[src/rtl/csr_swap_pkg.sv]
package csr_swap_pkg;

  typedef enum logic [1:0] {
    SW_IDLE  = 2'd0,
    SW_DRAIN = 2'd1,
    SW_READ  = 2'd2,
    SW_WB    = 2'd3
  } swap_st_e;

  localparam int unsigned CSR_STATUS  = 0;
  localparam int unsigned CSR_CAUSE   = 1;
  localparam int unsigned CSR_EPC     = 2;
  localparam int unsigned CSR_SCRATCH = 3;
  localparam int unsigned CSR_COUNT   = 4;

endpackage

[src/rtl/csr_swap_ctrl.sv]
module csr_swap_ctrl
  import csr_swap_pkg::*;
#(
  parameter int unsigned ADDR_W = 4,
  parameter int unsigned DATA_W = 32
) (
  input  logic              clk,
  input  logic              rst,
  input  logic              dec_valid,
  input  logic [ADDR_W-1:0] dec_addr,
  input  logic [DATA_W-1:0] dec_wdata,
  input  logic              pipe_empty,
  input  logic              wb_commit,
  input  logic              wb_cancel,
  input  logic              irq_take,
  output swap_st_e          st,
  output logic              stall,
  output logic              do_read,
  output logic              do_commit,
  output logic              do_abort,
  output logic [ADDR_W-1:0] sw_addr,
  output logic [DATA_W-1:0] sw_data
);

  swap_st_e st_q, st_d;
  logic     accept;

  assign accept = (st_q == SW_IDLE) && dec_valid && !irq_take;

  always_comb begin
    do_read   = (st_q == SW_READ);
    do_commit = (st_q == SW_WB) && wb_commit && !wb_cancel && !irq_take;
    do_abort  = (st_q != SW_IDLE) &&
                (irq_take || ((st_q == SW_WB) && wb_commit && wb_cancel));
    stall     = (st_q != SW_IDLE) || accept;
  end

  always_comb begin
    st_d = st_q;
    unique case (st_q)
      SW_IDLE:  if (accept) st_d = SW_DRAIN;
      SW_DRAIN: if (do_abort) st_d = SW_IDLE;
                else if (pipe_empty) st_d = SW_READ;
      SW_READ:  st_d = do_abort ? SW_IDLE : SW_WB;
      SW_WB:    if (do_abort || do_commit) st_d = SW_IDLE;
      default:  st_d = SW_IDLE;
    endcase
  end

  always_ff @(posedge clk) begin
    if (rst) begin
      st_q    <= SW_IDLE;
      sw_addr <= '0;
      sw_data <= '0;
    end else begin
      st_q <= st_d;
      if (accept) begin
        sw_addr <= dec_addr;
        sw_data <= dec_wdata;
      end
    end
  end

  assign st = st_q;

endmodule

[src/rtl/csr_swap_regs.sv]
module csr_swap_regs
  import csr_swap_pkg::*;
#(
  parameter int unsigned ADDR_W = 4,
  parameter int unsigned DATA_W = 32,
  parameter int unsigned IE_BIT = 0
) (
  input  logic                               clk,
  input  logic                               rst,
  input  logic [ADDR_W-1:0]                  addr,
  input  logic                               wr_en,
  input  logic [DATA_W-1:0]                  wr_data,
  input  logic                               irq_take,
  input  logic [DATA_W-1:0]                  irq_cause,
  input  logic [DATA_W-1:0]                  irq_pc,
  output logic [DATA_W-1:0]                  rd_value,
  output logic                               addr_hit,
  output logic [CSR_COUNT-1:0][DATA_W-1:0]   csr_q
);

  localparam int unsigned IDX_W = $clog2(CSR_COUNT);

  logic [IDX_W-1:0] idx;

  // Next value of register i on interrupt entry.
  function automatic logic [DATA_W-1:0] irq_next(int unsigned i,
                                                 logic [DATA_W-1:0] cur,
                                                 logic [DATA_W-1:0] cause,
                                                 logic [DATA_W-1:0] pc);
    logic [DATA_W-1:0] v;
    v = cur;
    if (i == CSR_CAUSE)  v = cause;
    if (i == CSR_EPC)    v = pc;
    if (i == CSR_STATUS) v[IE_BIT] = 1'b0;
    return v;
  endfunction

  assign addr_hit = (addr < ADDR_W'(CSR_COUNT));
  assign idx      = addr[IDX_W-1:0];
  assign rd_value = addr_hit ? csr_q[idx] : '0;

  always_ff @(posedge clk) begin
    for (int unsigned i = 0; i < CSR_COUNT; i++) begin
      if (rst)
        csr_q[i] <= '0;
      else if (irq_take)
        csr_q[i] <= irq_next(i, csr_q[i], irq_cause, irq_pc);
      else if (wr_en && addr_hit && (idx == IDX_W'(i)))
        csr_q[i] <= wr_data;
    end
  end

endmodule

[src/rtl/csr_swap_unit.sv]
module csr_swap_unit
  import csr_swap_pkg::*;
#(
  parameter int unsigned ADDR_W = 4,
  parameter int unsigned DATA_W = 32,
  parameter int unsigned IE_BIT = 0
) (
  input  logic              clk,
  input  logic              rst,
  input  logic              dec_valid,
  input  logic [ADDR_W-1:0] dec_addr,
  input  logic [DATA_W-1:0] dec_wdata,
  input  logic              pipe_empty,
  input  logic              wb_commit,
  input  logic              wb_cancel,
  input  logic              irq_take,
  input  logic [DATA_W-1:0] irq_cause,
  input  logic [DATA_W-1:0] irq_pc,
  output logic              stall,
  output logic              rd_valid,
  output logic [DATA_W-1:0] rd_data
);

  swap_st_e                           st;
  logic                               swap_read;
  logic                               swap_commit;
  logic                               swap_abort;
  logic                               addr_hit;
  logic [ADDR_W-1:0]                  sw_addr;
  logic [DATA_W-1:0]                  sw_data;
  logic [DATA_W-1:0]                  rd_value;
  logic [DATA_W-1:0]                  old_q;
  logic [CSR_COUNT-1:0][DATA_W-1:0]   csr_q;

  csr_swap_ctrl #(.ADDR_W(ADDR_W), .DATA_W(DATA_W)) u_ctrl (
    .clk        (clk),
    .rst        (rst),
    .dec_valid  (dec_valid),
    .dec_addr   (dec_addr),
    .dec_wdata  (dec_wdata),
    .pipe_empty (pipe_empty),
    .wb_commit  (wb_commit),
    .wb_cancel  (wb_cancel),
    .irq_take   (irq_take),
    .st         (st),
    .stall      (stall),
    .do_read    (swap_read),
    .do_commit  (swap_commit),
    .do_abort   (swap_abort),
    .sw_addr    (sw_addr),
    .sw_data    (sw_data)
  );

  csr_swap_regs #(.ADDR_W(ADDR_W), .DATA_W(DATA_W), .IE_BIT(IE_BIT)) u_regs (
    .clk       (clk),
    .rst       (rst),
    .addr      (sw_addr),
    .wr_en     (swap_commit),
    .wr_data   (sw_data),
    .irq_take  (irq_take),
    .irq_cause (irq_cause),
    .irq_pc    (irq_pc),
    .rd_value  (rd_value),
    .addr_hit  (addr_hit),
    .csr_q     (csr_q)
  );

  // Old value is captured in the read cycle and held until writeback.
  always_ff @(posedge clk) begin
    if (rst)            old_q <= '0;
    else if (swap_read) old_q <= rd_value;
  end

  assign rd_valid = swap_commit;
  assign rd_data  = old_q;

endmodule

[config.mk]
export PLATFORM = sky130hd
export DESIGN_NAME = csr_swap_unit
export DESIGN_NICKNAME = d
export VERILOG_FILES = /design/src/rtl/csr_swap_pkg.sv /design/src/rtl/csr_swap_ctrl.sv /design/src/rtl/csr_swap_regs.sv /design/src/rtl/csr_swap_unit.sv
export SDC_FILE = /design/constraint.sdc
export NUM_CORES = 1
export LEC_CHECK = 0
export BUFFER_PORTS_ARGS = -buffer_cell sky130_fd_sc_hd__buf_2
export CAP_MARGIN = 20
export CORE_AREA = 10 10 175 177
export CTS_CLUSTER_SIZE = 10
export DETAILED_ROUTE_END_ITERATION = 7
export DIE_AREA = 0 0 185 187
export GPL_TIMING_DRIVEN = 0
export PLACE_DENSITY = 0.5
export REMOVE_ABC_BUFFERS = 1
export SLEW_MARGIN = 20
export SYNTH_ARGS = -nofsm -noshare
export SYNTH_HDL_FRONTEND = slang
export SYNTH_HIERARCHICAL = 1
export SYNTH_SLANG_ARGS = --single-unit
export TNS_END_PERCENT = 20
[constraint.sdc]
create_clock -name clk -period 2.7 [get_ports clk]
set_clock_uncertainty 0.15 [all_clocks]
set_input_delay 0.135 -clock clk [delete_from_list [all_inputs] [get_ports clk]]
set_output_delay 0.135 -clock clk [all_outputs]
set_load 0.05 [all_outputs]
==> results of run 1 <==
## registers in the layout (all words and copies together) (netlist names)
register / count
u_regs/csr_q: 128
rd_data: 32
u_ctrl/sw_data: 32
u_ctrl/sw_addr: 4
u_ctrl/st: 2
## worst register-to-register path, cell delays in order, from the launching register on
cell      delay (ps)
dfxtp_2          440
nand2_1          150
nor4b_4          330
nor3b_4          270
buf_6            220
buf_8            200
a21o_4           300
buf_12           230
a211oi_1         100
## power breakdown
group	internal, mW	switching, mW
logic	0.380	0.360
registers	3.01	0.0723
clock network	1.39	1.18
total	4.78	1.62
## kinds of logic after synthesis
group / after synthesis / share of synthesized area
buf+inv: 94 / 0.0624
mux: 127 / 0.180
flops: 198 / 0.426
simple gates: 286 / 0.169
compound gates: 236 / 0.163
## through the flow
step	setup TNS (ps)	hold WS, ps	std cells	area [µm²]
3_3_place_gp	-613360	227	1334	9860
5_1_grt	0	30.4	1494	12000
3_5_place_dp	-59060	233	1352	10300
2_1_floorplan	-300980	54.1	848	8730
4_1_cts	-752	3.02	1494	12000
6_report	0	19.5	1494	12000
## metal layers
layer  track usage  vias to the layer above
met4        0.0363                        0
li1              -                     3750
met1         0.209                     3627
met3        0.0264                       14
met2         0.271                      140
met5             0                        -
## cell usage in the layout, fill, tap and decap left out, types with 4 or more instances in the layout
| cell type | count |
|---|---|
| dfxtp_1 | 195 |
| buf_2 | 138 |
| a211oi_1 | 130 |
| dlygate4sd3_1 | 110 |
| a21oi_1 | 101 |
| mux2i_1 | 95 |
| nand2b_1 | 95 |
| nand2_1 | 74 |
| nor2b_1 | 34 |
| nor2_1 | 33 |
| and2_1 | 33 |
| mux4_2 | 32 |
| clkbuf_16 | 17 |
| buf_16 | 7 |
| buf_6 | 5 |
| buf_12 | 4 |
## Yosys cell counts, types with 2 or more instances
master / instances
a211oi_1: 130
a21o_1: 2
a21oi_1: 101
and2_1: 33
buf_1: 2
buf_12: 3
buf_2: 26
buf_4: 12
buf_6: 9
buf_8: 3
clkbuf_1: 38
dfxtp_1: 198
mux2i_1: 95
mux4_2: 32
nand2_1: 74
nand2b_1: 95
nand3_1: 2
nor2_1: 34
nor2b_1: 37
nor4b_4: 2
o21ai_0: 2
## area by class of cell
| cell class | instances | area [µm²] | share of cell area |
|---|---|---|---|
| inverter | 1 | 3.75 | 0.000313 |
| clock inverter | 11 | 124 | 0.0103 |
| tap | 346 | 433 | 0.0361 |
| multi-input combinational | 649 | 4830 | 0.403 |
| sequential | 198 | 3970 | 0.331 |
| timing repair buffer | 270 | 2190 | 0.182 |
| clock buffer | 19 | 443 | 0.0369 |
## worst min-delay path by stage
stage,from,end,slack (ps),cells after the start
2_1_floorplan,rst,u_ctrl/sw_addr[0]$_SDFFE_PP0P_,50,1
3_3_place_gp,dec_wdata[31],u_ctrl/sw_data[31]$_SDFFE_PP0P_,230,3
3_5_place_dp,dec_wdata[7],u_ctrl/sw_data[7]$_SDFFE_PP0P_,230,3
4_1_cts,dec_valid,u_ctrl/sw_data[25]$_SDFFE_PP0P_,3,4
5_1_grt,dec_valid,u_ctrl/sw_addr[1]$_SDFFE_PP0P_,30,4
6_report,dec_valid,u_ctrl/sw_addr[2]$_SDFFE_PP0P_,20,4
## repair_timing
item | in CTS | in global routing
setup endpoints to repair | 120 | 72
pin swaps | 0 | 0
gates resized for setup | 4 | 3
buffers inserted | 2 | 0
hold buffers | 110 | 0
endpoints found under the hold margin | 102 | 0
==> results.md, run 1 <==
- Critical Path Fanout Max: 20
- Initial DRT Pass Iterations: 4
- CP Capture Type: flop
- Sequential area share after synthesis: 0.426
- Synth Warn #: 6
- RSZ-0062 raised after global routing: no
- Crit path launch type: flop
- Via count: 7531
- Max transition margin: 0.488
- Post-Synthesis Cell Area: 9300 µm²
- Worst Setup SP: u_ctrl/st[0]$_SDFFE_PP0P_
- Final hold violations: 0
- Layout area overhead: 29.0%
- Worst-path clk slew: 70 ps
- Top delay family on crit path: simple AND/OR/NAND/NOR gates
- TritonCTS Buffers: 17
- Status: finished clean
- Routed Antenna Nets: 0
- Mapped Cells: 941
- Async set-or-reset flop fraction in the synthesized netlist: 0
- Fmax: 392 MHz
- CTS Buffer Depth: 2
- Reg2Reg Depth: 8
- CTS tree: built
- Cell accounting for the most synthesized area: dfxtp_1
- Drt wl/cell: 18.5 µm
- Met3 routed wirelength: 1040 µm
- Antenna diodes: 0
- Vias in the first global route: 7957
- Top routing layer used: met4
- Layout Utilization: 0.439
- VDD IR max: 0.276 mV
- Post-route minimum period: 2550 ps
- Io pins: 141
- DRT iter0 DRCs: 488
- Clock Tree Root: clkbuf_16
- FF-to-FF Start: u_ctrl/st[0]$_SDFFE_PP0P_
- Lkg Pwr: 4.50 nW
- Yosys top cell area share: 0.426
- Layout cell share with drive strength beyond 1: 0.208
- Critical Path AT: 2680 ps
- Worst Hold Class: input pin to flop
- Antenna violations before repair: 0
- FF-to-FF End: u_regs/csr_q[79]$_SDFFE_PP0P_
- Pre-CTS setup slack: -982 ps
- Via density: 5.04
- Slowest stage delay, CP: 440 ps
- CP Cell Sequence: nand2_1, nor4b_4, nor3b_4, buf_6, buf_8, a21o_4, buf_12, a211oi_1
- GRT overflow: 0
- Core ar.: 27300 µm²
- Max capacitance violation total: 0
- Routed wire length: 27600 µm
- # rows: 61
- # nets final: 1244
- Worst-Skew Late Latency: 430 ps
- Flop-to-flop setup slack: 150 ps
- Prevailing post-synth register cell: dfxtp_1
- DR DRC count: 0
- Fillers: 2674
- Die ar.: 34600 µm²
- Critical path buffers and inverters: 3
- Setup slack after layout: 151 ps
- Critical path class: flop to flop
- Met1 wire length: 12900 µm
- I/O Buffers: 140
- Post-synthesis cell type count: 32
- Syn avg cell area: 9.89 µm²
- First-pass GRT wire length: 44200 µm
- Crit path max-delay cell type: dfxtp_2
- Final worst path period share: 0.944
- Final GP Congestion: 0.693
- Starting Density: 0.340
- EDFF count, synth: 0
- H-tree depth: 4
- GRT Total Usage: 0.161
- CP Capture Point: u_regs/csr_q[79]$_SDFFE_PP0P_
- Chip height: 187 µm
- Fin. max-slew vios: 0
- Largest net degree at the start of global routing: 127
- Worst-margin pin slew: 768 ps
- Synth Register Bits: 198
- Hpwl dp: 16900 µm
- Synth area leaders: dfxtp_1, a211oi_1, mux2i_1, mux4_2, nand2b_1
- P per Cell Area: 533 nW/µm²
- Setup-failing EPs final: 0
- CTS sink cnt: 198
- Met2 routed WL: 13400 µm
- DIE WIDTH: 185 µm
- WP depth: 8
- Crit path required time: 2830 ps
- Total power: 6.39 mW
(Power assumes the default switching activity.)
==> run 2: changes to the inputs <==
--- a/config.mk
+++ b/config.mk
@@ -5,12 +5,13 @@
 export SDC_FILE = /design/constraint.sdc
 export NUM_CORES = 1
 export LEC_CHECK = 0
+export ABC_AREA = 1
 export BUFFER_PORTS_ARGS = -buffer_cell sky130_fd_sc_hd__buf_2
 export CAP_MARGIN = 20
-export CORE_AREA = 10 10 175 177
+export CORE_AREA = 10 10 179 181
 export CTS_CLUSTER_SIZE = 10
 export DETAILED_ROUTE_END_ITERATION = 7
-export DIE_AREA = 0 0 185 187
+export DIE_AREA = 0 0 189 191
 export GPL_TIMING_DRIVEN = 0
 export PLACE_DENSITY = 0.5
 export REMOVE_ABC_BUFFERS = 1
==> run 2 against run 1 <==
Effect of this change:
- register-to-register slack improved by 120 ps
- power rose by 6.9%
- sequential power barely moved
- synthesized area rose by 5.2%
- die area rose by 4.3%
- largest cell class unchanged
- critical path type unchanged
- cell count rose by 46%
==> results.md, run 2 <==
- Status: finished clean (unchanged)
- CTS sink cnt: 198 (unchanged)
- Commonest non-fill, non-tap cells in the layout: nand2_1, nor2_1, inv_1 (was dfxtp_1, buf_2, a211oi_1)
- Fmax: 412 MHz (was 392 MHz)
- H-tree depth: 4 (unchanged)
- First-pass GRT wire length: 49500 µm (was 44200 µm)
- Via count: 9839 (was 7531)
- Lkg Pwr: 6.04 nW (was 4.50 nW)
- Worst-Skew Late Latency: 430 ps (about the same)
- Syn avg cell area: 6.10 µm² (was 9.89 µm²)
- Final hold violations: 0 (unchanged)
- Drt wl/cell: 14.1 µm (was 18.5 µm)
- Hold Path Stages: 6 (was 4)
- Hpwl dp: 18600 µm (was 16900 µm)
- # nets final: 1893 (was 1244)
- Routed wire length: 30800 µm (was 27600 µm)
- Initial DRT Pass Iterations: 5 (was 4)
- DRT iter0 DRCs: 562 (was 488)
- GRT Total Usage: 0.170 (was 0.161)
- Critical Path AT: 2600 ps (was 2680 ps)
- Worst-path clk slew: 70 ps (about the same)
- Max capacitance violation total: 0 (unchanged)
- I/O Buffers: 140 (unchanged)
- Fin. max-slew vios: 0 (unchanged)
- Setup TNS: 0 ps (unchanged)
- Setup slack after layout: 272 ps (was 151 ps)
- Die ar.: 36100 µm² (was 34600 µm²)
- RSZ-0062 raised after global routing: no (unchanged)
- Chip height: 191 µm (was 187 µm)
- DIE WIDTH: 189 µm (was 185 µm)
- VDD IR max: 0.384 mV (was 0.276 mV)
- Sw Ratio: 0.270 (was 0.253)
- Routed Antenna Nets: 0 (unchanged)
- P per Cell Area: 545 nW/µm² (was 533 nW/µm²)
- Largest net degree at the start of global routing: 88 (was 127)
- Crit path launch type: flop (unchanged)
- Layout cell share with drive strength beyond 1: 0.120 (was 0.208)
- Final worst path period share: 0.899 (was 0.944)
- Final GP Congestion: 0.747 (was 0.693)
- Crit path required time: 2870 ps (was 2830 ps)
- Mapped Cells: 1605 (was 941)
- Largest register FFs: 128 (unchanged)
- Layout area overhead: 28.1% (was 29.0%)
- Io pins: 141 (unchanged)
- Top reg by flops: u_regs/csr_q (unchanged)
- Antenna violations before repair: 0 (unchanged)
- Comb pwr share: 0.138 (was 0.116)
- Switching pwr: 1.85 mW (was 1.62 mW)
- DR DRC count: 0 (unchanged)
- Critical path class: flop to flop (unchanged)
- Max transition margin: 0.411 (was 0.488)
- Via density: 4.51 (was 5.04)
- Starting Density: 0.344 (was 0.340)
- Worst-margin pin slew: 884 ps (was 768 ps)
- Commonest non-fill, non-tap cell in the layout: nand2_1 (was dfxtp_1)
- Flop pwr share: 0.456 (was 0.482)
- # rows: 62 (was 61)
- Post-route minimum period: 2430 ps (was 2550 ps)
- CP Capture Type: flop (unchanged)
- Clk pwr share: 0.407 (was 0.402)
- Pre-CTS setup slack: 64.7 ps (was -982 ps)
- Post-Synthesis Cell Area: 9790 µm² (was 9300 µm²)
- Vias in the first global route: 9390 (was 7957)
- Reg2Reg Depth: 7 (was 8)
- Synth Warn #: 6 (unchanged)
- Int Power: 4.99 mW (was 4.78 mW)
- Worst hold slack: 62.2 ps (was 19.5 ps)
- Critical Path Fanout Max: 44 (was 20)
- Core ar.: 28500 µm² (was 27300 µm²)
- TritonCTS Buffers: 17 (unchanged)
- Setup-failing EPs final: 0 (unchanged)
- GRT overflow: 0 (unchanged)
- CTS tree: built (unchanged)
- CTS Buffer Depth: 2 (unchanged)
- Clock Tree Root: clkbuf_16 (unchanged)
- Antenna diodes: 0 (unchanged)
- Worst Hold Class: input pin to flop (unchanged)
## run 2: changes by cell type in the layout (fill, tap and decap cells not counted), sizes merged, moves of 7 or more
cell / before / now
nand2: 75 / 485
nor2: 34 / 368
inv: 5 / 213
a211oi: 130 / 0
mux2i: 95 / 0
nand2b: 95 / 0
nand3: 2 / 71
o21ai: 2 / 70
nor2b: 37 / 0
a21oi: 101 / 66
and2: 33 / 0
mux4: 32 / 0
o22ai: 0 / 32
dlygate4sd3: 110 / 103
## run 2: worst paths after layout
kind / startpoint / to / slack, ps
hold / removal: wb_commit / u_ctrl/st[0]$_SDFFE_PP0P_ / 60
hold reg to reg: rd_data[2]$_SDFFE_PP0P_ / rd_data[2]$_SDFFE_PP0P_ / 320
setup reg to reg: u_ctrl/sw_addr[0]$_SDFFE_PP0P_ / u_regs/csr_q[37]$_SDFFE_PP0P_ / 270
setup / recovery: u_ctrl/sw_addr[0]$_SDFFE_PP0P_ / u_regs/csr_q[37]$_SDFFE_PP0P_ / 270
## run 2: power groups by stage
stage | Combinational [mW] | Clock [mW] | Sequential [mW]
2_1_floorplan | 0.478 | 0 | 3.20
3_3_place_gp | 0.810 | 0 | 3.18
3_5_place_dp | 0.839 | 0 | 3.18
4_1_cts | 0.955 | 2.87 | 3.12
5_1_grt | 1.07 | 2.97 | 3.13
6_report | 0.943 | 2.78 | 3.11
## run 2: what timing repair did
action                                  CTS  global route
hold buffers                            103             0
endpoints found under the setup margin    0            25
buffers inserted                          0             3
hold endpoints to repair                102             0
resized for setup                         0             1
## run 2: critical path: stages, from the launching register on
cell and delay, ps:
dfxtp_1 410, inv_1 120, nor2_4 540, buf_16 240, nand3_4 280, buf_12 310
a21oi_1 180, nor2_1 60
## run 2: per-stage QoR
step | total power, mW | utilization | instance area (µm²) | instances
floorplan | 3.67 | - | 9310 | 1507
global placement | 3.99 | 0.368 | 10500 | 2031
finish | 6.84 | 0.440 | 12500 | 2183
global route | 7.17 | 0.440 | 12500 | 2183
detailed placement | 4.02 | 0.381 | 10900 | 2045
CTS | 6.94 | 0.439 | 12500 | 2180
## run 2: cell type report
| class | count | area, µm² |
|---|---|---|
| Fill cell | 3018 | 15900 |
| Clock inverter | 12 | 193 |
| Timing Repair Buffer | 260 | 2060 |
| Inverter | 210 | 807 |
| Clock buffer | 20 | 437 |
| Multi-Input combinational cell | 1099 | 4600 |
| Tap cell | 384 | 480 |
| Sequential cell | 198 | 3960 |
## run 2: per-layer routing
metal	GRT usage	vias to the layer above	wire length (µm)
met4	0.0330	0	225
met5	0	-	0
met2	0.284	210	14100
li1	-	5197	-
met1	0.224	4417	15100
met3	0.0308	15	1390
